### src/rtl/agc_pkg.sv
package agc_pkg;

  // Decision states of the gain controller
  typedef enum logic [1:0] {
    GS_HIGH      = 2'd0,  // high gain, level below threshold
    GS_LOW_HOLD  = 2'd1,  // low gain, level above threshold
    GS_LOW_DWELL = 2'd2   // low gain, level below, counting hold ticks
  } gain_state_e;

endpackage

### src/rtl/agc_rst_sync.sv
module agc_rst_sync #(
  parameter int STAGES = 2
) (
  input  logic clk,
  input  logic arst_n,
  output logic rst_n_o
);

  logic [STAGES-1:0] sync_q;
  logic [STAGES-1:0] sync_d;

  // Shift a one into the synchronizer chain.
  always_comb begin
    sync_d = {sync_q[STAGES-2:0], 1'b1};
  end

  always_ff @(posedge clk or negedge arst_n) begin
    if (!arst_n) sync_q <= '0;
    else         sync_q <= sync_d;
  end

  assign rst_n_o = sync_q[STAGES-1];

endmodule

### src/rtl/agc_dwell_timer.sv
module agc_dwell_timer #(
  parameter int CODE_W   = 3,
  parameter int BASE_EXP = 4
) (
  input  logic              clk,
  input  logic              rst_n,
  input  logic              clear_i,
  input  logic              step_i,
  input  logic [CODE_W-1:0] dwell_code_i,
  output logic              done_o
);

  // The widest hold is 2^(BASE_EXP + 2^CODE_W - 1) ticks.
  localparam int MAX_EXP = BASE_EXP + (1 << CODE_W) - 1;
  localparam int CNT_W   = MAX_EXP;
  localparam int SH_W    = $clog2(MAX_EXP + 1);

  logic [CNT_W-1:0] count_q;
  logic [CNT_W-1:0] count_d;
  logic [CNT_W-1:0] last_val;
  logic [SH_W-1:0]  shamt;
  logic             at_last;

  always_comb begin
    shamt = SH_W'(dwell_code_i) + SH_W'(BASE_EXP);
    // At the widest code the shift wraps to zero, and zero minus one is all ones.
    last_val = ({{(CNT_W-1){1'b0}}, 1'b1} << shamt) - {{(CNT_W-1){1'b0}}, 1'b1};
    at_last  = (count_q == last_val);
    done_o   = step_i && at_last;
  end

  always_comb begin
    count_d = count_q;
    if (clear_i) begin
      count_d = '0;
    end else if (step_i) begin
      if (at_last) count_d = '0;
      else         count_d = count_q + 1'b1;
    end
  end

  always_ff @(posedge clk or negedge rst_n) begin
    if (!rst_n) count_q <= '0;
    else        count_q <= count_d;
  end

endmodule

### src/rtl/agc_gain_fsm.sv
module agc_gain_fsm
  import agc_pkg::*;
(
  input  logic clk,
  input  logic rst_n,
  input  logic above_i,
  input  logic agc_en_i,
  input  logic lock_en_i,
  input  logic manual_i,
  input  logic manual_gain_i,
  input  logic tick_i,
  input  logic dwell_done_i,
  output logic gain_high_o,
  output logic timer_clear_o,
  output logic timer_step_o
);

  gain_state_e state_q;
  gain_state_e state_d;

  always_comb begin
    state_d       = state_q;
    timer_clear_o = 1'b0;
    timer_step_o  = 1'b0;
    if (manual_i) begin
      // Manual override: the state mirrors the forced gain and the hold restarts.
      state_d       = manual_gain_i ? GS_HIGH : GS_LOW_HOLD;
      timer_clear_o = 1'b1;
    end else if (!agc_en_i) begin
      state_d       = GS_HIGH;
      timer_clear_o = 1'b1;
    end else begin
      unique case (state_q)
        GS_HIGH: begin
          timer_clear_o = 1'b1;
          if (above_i) state_d = GS_LOW_HOLD;
        end
        GS_LOW_HOLD: begin
          timer_clear_o = 1'b1;
          if (!above_i) state_d = GS_LOW_DWELL;
        end
        GS_LOW_DWELL: begin
          if (above_i) begin
            state_d       = GS_LOW_HOLD;
            timer_clear_o = 1'b1;
          end else begin
            timer_step_o = tick_i;
            if (dwell_done_i && !lock_en_i) state_d = GS_HIGH;
          end
        end
        default: begin
          state_d       = GS_HIGH;
          timer_clear_o = 1'b1;
        end
      endcase
    end
  end

  always_ff @(posedge clk or negedge rst_n) begin
    if (!rst_n) state_q <= GS_HIGH;
    else        state_q <= state_d;
  end

  assign gain_high_o = (state_q == GS_HIGH);

endmodule

### src/rtl/agc_gain_ctrl.sv
module agc_gain_ctrl #(
  parameter int CODE_W      = 3,
  parameter int BASE_EXP    = 4,
  parameter int SYNC_STAGES = 2
) (
  input  logic              clk,
  input  logic              rst_n,
  input  logic              tick_en,
  input  logic              above_thr,
  input  logic [CODE_W-1:0] dwell_code,
  input  logic              agc_en,
  input  logic              lock_en,
  input  logic              manual_mode,
  input  logic              manual_gain,
  output logic              gain_high,
  output logic              gain_status
);

  logic rst_sync_n;
  logic tmr_clear;
  logic tmr_step;
  logic tmr_done;
  logic gain_q;

  agc_rst_sync #(.STAGES(SYNC_STAGES)) i_rst_sync (
    .clk     (clk),
    .arst_n  (rst_n),
    .rst_n_o (rst_sync_n)
  );

  agc_dwell_timer #(.CODE_W(CODE_W), .BASE_EXP(BASE_EXP)) i_timer (
    .clk          (clk),
    .rst_n        (rst_sync_n),
    .clear_i      (tmr_clear),
    .step_i       (tmr_step),
    .dwell_code_i (dwell_code),
    .done_o       (tmr_done)
  );

  agc_gain_fsm i_fsm (
    .clk           (clk),
    .rst_n         (rst_sync_n),
    .above_i       (above_thr),
    .agc_en_i      (agc_en),
    .lock_en_i     (lock_en),
    .manual_i      (manual_mode),
    .manual_gain_i (manual_gain),
    .tick_i        (tick_en),
    .dwell_done_i  (tmr_done),
    .gain_high_o   (gain_q),
    .timer_clear_o (tmr_clear),
    .timer_step_o  (tmr_step)
  );

  assign gain_high   = gain_q;
  assign gain_status = gain_q;

endmodule

### config.mk
export PLATFORM = sky130hd
export DESIGN_NAME = agc_gain_ctrl
export DESIGN_NICKNAME = d
export VERILOG_FILES = /design/src/rtl/agc_pkg.sv /design/src/rtl/agc_rst_sync.sv /design/src/rtl/agc_dwell_timer.sv /design/src/rtl/agc_gain_fsm.sv /design/src/rtl/agc_gain_ctrl.sv
export SDC_FILE = /design/constraint.sdc
export NUM_CORES = 1
export LEC_CHECK = 0
export BUFFER_PORTS_ARGS = -buffer_cell sky130_fd_sc_hd__buf_2
export CELL_PAD_IN_SITES_DETAIL_PLACEMENT = 1
export CELL_PAD_IN_SITES_GLOBAL_PLACEMENT = 1
export CORE_UTILIZATION = 38
export DETAILED_ROUTE_END_ITERATION = 10
export PLACE_DENSITY = 0.71
export SYNTH_ARGS = -nofsm -noshare
export SYNTH_HDL_FRONTEND = slang
export SYNTH_SLANG_ARGS = --single-unit
### constraint.sdc
create_clock -name clk -period 0.8 [get_ports clk]
set_input_delay 0.12 -clock clk [delete_from_list [all_inputs] [get_ports clk]]
set_output_delay 0.12 -clock clk [all_outputs]
set_load 0.01 [all_outputs]
==> flow_summary.yaml, run 1 <==
placed_design:
  gp_congestion: 0.787
  io_buffers: 12
  hpwl_mm: 2.58
  dpl_worst_slack_ns: -1.01
  place_area_sq_mm: 0.00135
  dpl.cell_count: 185
die:
  die_w_microns: 53.9
  row_count: 18
  dieArea_sq_mm: 0.00290
  ios: 13
  start_util_pct: 40.9
  core_region_area_sq_mm: 0.00250
  die_h_microns: 53.9
routing:
  finalWirelength_mm: 4.13
  ant_nets: 0
  drt-initial-drc-count: 15
  vias: 1146
  drc: 0
  wl_per_cell_microns: 20.8
  via_per_inst: 5.79
  first_pass_iters: 4
synth:
  synth_cell_types: 42
  synth_top_area_share_pct: 36.7
  synth_top_area_cell: "dfrtp_1"
  ys.warnings.count: 0
  seq_area_frac_synth_pct: 36.7
  synth_nets: 128
  syn_inst: 116
  synth.area.top_cells: "dfrtp_1 37%, nand2_1 5.9%, a21oi_1 4.9%, o31ai_1 3.7%, o311ai_2 3.2%"
  synth_area_per_cell_sq_um: 8.81
  synth_seq_cells: 15
  syn_area_sq_mm: 0.00102
global_route:
  grt_pass1_vias: 1240
  antenna_found_initial: 0
  grt_overflow: 0
  track_usage_pct: 29.6
  grt_max_degree: 14
  grt_pass1_wl_mm: 5.80
critical_path:
  crit_path_max_incr_delay_ns: 0.51
  cp_max_fo: 6
  end_kind: "flop"
  path_cells: "xnor2_2, a21oi_1, a2111o_1, o31ai_1, a311oi_1"
  required_ns: 0.97
  start_kind: "flop"
  cp_slowest_cell: "a2111o_1"
  cp.arrival_ns: 2.01
  critical_path_class: "flop to flop"
clock_network:
  cts.path.max_buffers: 2
  cts_tree: "done"
  numCtsBuffers: 3
  clk_latency_ns: 0.30
  clock-sinks: 15
  cts_htree_levels: 1
  clk_pin_slew_ns: 0.10
  clockRootBuffer: "clkbuf_4"
sta:
  setup_ws_ns: -1.04
  hold_viol: 0
  min_period_ns: 1.84
  fin_crit_sh_pct: 230
  finClkSkew_ns: 0.00479
  rsz0062_at_grt: "true"
  fin_hold_ws_ns: 0.0754
  fmax_ghz: 0.543
  drv_slew: 0
  final-setup-viol-count: 15
power:
  power.density_mw_per_mm2: 957
  switching_power_mw: 0.452
  ir_drop_mv: 0.840
  swShare_pct: 28.9
  power.share.combinational_pct: 20.1
  p_seq_share_pct: 49.5
  leakagePower_nw: 0.663
  internal-power_mw: 1.11
  power_frac_clock_pct: 30.4
cells_and_area:
  drive_gt1_share_pct: 50.6
  fin_util_pct: 65.4
  instances_no_fill: 198
  syn2layout_area_growth_pct: 60.0
  final_cell_area_sq_mm: 0.00164
  nets: 181
  antenna_cells: 0
hold_path:
  hp-class: "primary input to flop"
flow_run:
  drv_cap: 0
status:
  violations: "setup timing"
  status: "finished with violations"
==> sequential cells by signal (all words and copies together) (netlist names) <==
register	count
i_fsm.state_q	2
i_rst_sync.sync_q	2
i_timer.count_q	11
==> final cells by class <==
type                       count  area (sq um)
fill                         288           865
timing repair buffer          57           458
multi-input combinational     87           719
tap                           30          37.5
clock buffer                   4          26.3
sequential                    15           375
inverter                       5          18.8
==> worst paths after layout <==
check / cells past startpoint / to / startpoint / slack [ns]
max: 5 / i_timer.count_q[3]$_DFFE_PN0P_ / i_timer.count_q[7]$_DFFE_PN0P_ / -1.04
min: 3 / i_fsm.state_q[0]$_DFFE_PN0P_ / above_thr / 0.08
max reg2reg: 5 / i_timer.count_q[3]$_DFFE_PN0P_ / i_timer.count_q[7]$_DFFE_PN0P_ / -1.04
min reg2reg: 1 / i_timer.count_q[7]$_DFFE_PN0P_ / i_rst_sync.sync_q[1]$_DFF_PN0_ / 0.21
max in group asynchronous: 1 / i_timer.count_q[10]$_DFFE_PN0P_ / i_rst_sync.sync_q[1]$_DFF_PN0_ / 0.41
min in group asynchronous: 2 / i_rst_sync.sync_q[0]$_DFF_PN0_ / rst_n / 0.12
==> cell usage in the layout, fill, tap and decap left out, types with 5 or more instances in the layout <==
master	instances
buf_2	10
buf_6	10
inv_1	5
a21oi_1	8
nand2_1	14
buf_4	34
dfrtp_1	15
nor2_1	5
==> cell usage after synthesis <==
library cell and number:
a2111o_1 1, a21oi_1 10, a21oi_4 1, a22oi_1 1
a311oi_1 1, a31oi_1 3, a41oi_1 1, and2_1 1
and4_1 1, buf_2 3, buf_4 2, buf_6 2
clkbuf_1 2, conb_1 1, dfrtp_1 15, ha_1 1
inv_1 5, mux2i_1 1, nand2_1 16, nand2b_1 1
nand3_1 4, nand4_1 1, nand4b_1 2, nor2_1 7
nor2b_1 2, nor3_1 6, nor3b_1 1, nor4_1 1
o21a_1 1, o21ai_0 1, o21bai_1 1, o22ai_1 2
o2bb2ai_1 1, o311ai_1 1, o311ai_2 2, o31ai_1 5
o31ai_2 1, o32ai_2 2, or2_2 1, or3_1 1
xnor2_1 2, xor2_1 2
==> critical path: cells and delay by family, from the launching register on <==
kind                      cells  cell delay [ns]
DFF                           1             0.44
xor gates and xnor gates      1             0.15
AOI/OAI and AO/OA             4             1.11
==> layer usage <==
metal / vias up / track usage (%) / part of all wire (%)
met2: 33 / 58.6 / 56
met5: - / 0 / 0
li1: 530 / - / -
met3: 16 / 4.52 / 2.1
met4: 0 / 16.2 / 4.2
met1: 567 / 28.2 / 38
==> power groups by stage <==
stage	combinational, mW	clock (mW)	sequential, mW
after floorplan	0.109	0	0.799
after global placement	0.219	0	0.786
after detailed placement	0.234	0	0.788
after CTS	0.284	0.466	0.774
after global routing	0.331	0.513	0.776
final	0.314	0.476	0.775
==> metrics by stage <==
| stage | TNS [ns] | power [mW] |
|---|---|---|
| detailed placement | -10.97 | 1.02 |
| global placement | -9.87 | 1.00 |
| finish | -12.19 | 1.56 |
| floorplan | -9.27 | 0.909 |
| CTS | -11.74 | 1.52 |
| global route | -13.00 | 1.62 |
==> kinds of logic after synthesis <==
group | share of synthesized area [%]
flip-flops | 36.7
other | 0.367
multiplexers | 0.979
adder cells (fa/ha/maj) | 1.22
AO/OA/AOI/OAI | 28.0
buffers and inverters | 7.71
XOR/XNOR | 3.43
AND/OR/NAND/NOR | 21.5
==> timing repair <==
action,in CTS,in global routing
hold endpoints to repair,3,0
setup buffers,3,5
pin swaps,11,10
gates resized for setup,29,5
setup endpoints to repair,15,15
hold buffers,2,0
No activity file was read; power rests on OpenSTA's default activity.
==> run 2: changes to the inputs <==
- TNS_END_PERCENT: not set -> 1
- clock period: 0.8 -> 1.5 ns (I/O delays scaled with it)
==> flow_summary.yaml, run 2 (synthesis results as in run 1) <==
status:
  status: "finished with violations"
  violations: "setup timing"
clock_network:
  numCtsBuffers: 3
  clockRootBuffer: "clkbuf_4"
  cts_htree_levels: 1
  cts.path.max_buffers: 2
  clock-sinks: 15
  clk_latency_ns: 0.29
  cts_tree: "done"
  clk_pin_slew_ns: 0.09
sta:
  hold_viol: 0
  fmax_ghz: 0.571
  setup_ws_ns: -0.250
  drv_slew: 0
  fin_crit_sh_pct: 117
  tightest_slew_ns: 0.588
  rsz0062_at_grt: "true"
  min_period_ns: 1.75
  final-setup-viol-count: 11
  finClkSkew_ns: 0.00326
  slew_headroom_pct: 60.8
placed_design:
  hpwl_mm: 2.23
  gp_congestion: 0.825
  dpl.cell_count: 172
  io_buffers: 12
routing:
  wl_met3_microns: 59
  ant_nets: 0
  drt-initial-drc-count: 11
  dr.max_layer_used: "met4"
  drc: 0
  first_pass_iters: 4
  finalWirelength_mm: 3.11
  vias: 1018
  via_per_inst: 5.69
  wl_met2_mm: 1.62
  met1Wirelength_mm: 1.37
  wl_per_cell_microns: 17.4
die:
  dieArea_sq_mm: 0.00290
  die_h_microns: 53.9
  die_w_microns: 53.9
  row_count: 18
  ios: 13
  core_region_area_sq_mm: 0.00250
  start_util_pct: 40.9
cells_and_area:
  antenna_cells: 0
  instances_no_fill: 179
  top_register: "i_timer.count_q"
  drive_gt1_share_pct: 36.9
  top_regs: "i_timer.count_q: 11 flops, i_fsm.state_q: 2 flops, i_rst_sync.sync_q: 2 flops"
  nets: 162
  syn2layout_area_growth_pct: 31.6
  final_cell_mix: "23 x buf_4, 16 x nand2_1, 14 x dfrtp_1, 12 x buf_2, 10 x a21oi_1"
  largest_reg_flops: 11
  nFillCells: 307
  final_common_cell: "buf_4"
power:
  power.density_mw_per_mm2: 567
  ir_drop_mv: 0.422
  leakagePower_nw: 0.538
  fin_total_pwr_mw: 0.762
global_route:
  grt_pass1_wl_mm: 4.92
  grt_overflow: 0
  antenna_found_initial: 0
  grt_pass1_vias: 1075
  grt_max_degree: 14
  track_usage_pct: 24.6
critical_path:
  start_kind: "flop"
  end_kind: "flop"
  cp.arrival_ns: 1.93
  cp_max_fo: 12
  required_ns: 1.68
  critical_path_class: "flop to flop"
  rrSetupSlack_ns: -0.25
hold_path:
  hp-class: "primary input to flop"
flow_run:
  drv_cap: 0
## run 2: where the power goes
| part | switching, mW | total (mW) | leakage [nW] | internal [mW] |
|---|---|---|---|---|
| registers | 0.0110 | 0.420 | 0.201 | 0.409 |
| clock network | 0.140 | 0.239 | 0.0177 | 0.0993 |
| logic | 0.0593 | 0.103 | 0.319 | 0.0434 |
| total | 0.210 | 0.762 | 0.538 | 0.552 |
## run 2: per-layer routing
| metal | vias to the layer above | GRT usage [%] |
|---|---|---|
| li1 | 489 | - |
| met3 | 9 | 3.39 |
| met5 | - | 0 |
| met2 | 13 | 42.8 |
| met1 | 507 | 30.0 |
| met4 | 0 | 10.5 |
## run 2: path summary, 6_finish.rpt
check,start,end,cells past startpoint
setup / recovery,i_timer.count_q[7]$_DFFE_PN0P_,i_timer.count_q[9]$_DFFE_PN0P_,6
hold / removal,manual_gain,i_fsm.state_q[0]$_DFFE_PN0P_,2
setup reg to reg,i_timer.count_q[7]$_DFFE_PN0P_,i_timer.count_q[9]$_DFFE_PN0P_,6
hold reg to reg,i_rst_sync.sync_q[1]$_DFF_PN0_,i_timer.count_q[9]$_DFFE_PN0P_,0
max in group asynchronous,i_rst_sync.sync_q[1]$_DFF_PN0_,i_timer.count_q[7]$_DFFE_PN0P_,0
min in group asynchronous,rst_n,i_rst_sync.sync_q[0]$_DFF_PN0_,2
## run 2: area by class of cell
type | count | area, sq um | area share, %
multi-input combinational | 87 | 619 | 46.0
sequential | 15 | 377 | 28.0
timing repair buffer | 38 | 265 | 19.7
tap | 30 | 37.5 | 2.79
clock buffer | 3 | 22.5 | 1.67
inverter | 5 | 18.8 | 1.40
clock inverter | 1 | 5.00 | 0.372
## run 2: repair_timing
action	CTS	global route
hold endpoints to repair	2	0
setup buffers	1	1
endpoints found under the setup margin	11	11
gates resized for setup	4	4
hold buffers	1	0
## run 2: worst max-delay path: stages (launching register included)
cell      delay [ns]
dfrtp_2         0.45
xnor2_2         0.15
a21oi_1         0.09
a2111o_1        0.40
buf_6           0.17
o311ai_4        0.26
a31oi_1         0.12
## run 2: metrics by stage
stage / worst slack [ns] / cell area [sq um] / util (%) / hold slack [ns] / setup TNS [ns]
6_report: -0.250 / 1350 / 53.8 / 0.109 / -2.02
5_1_grt: -0.304 / 1350 / 53.8 / 0.0997 / -2.76
4_1_cts: -0.242 / 1320 / 52.8 / 0.109 / -1.98
3_5_place_dp: -0.359 / 1250 / 49.9 / 0.0130 / -2.21
3_3_place_gp: -0.193 / 1250 / 49.9 / 0.00973 / -1.39
2_1_floorplan: -0.161 / 1050 / - / -0.0706 / -1.42
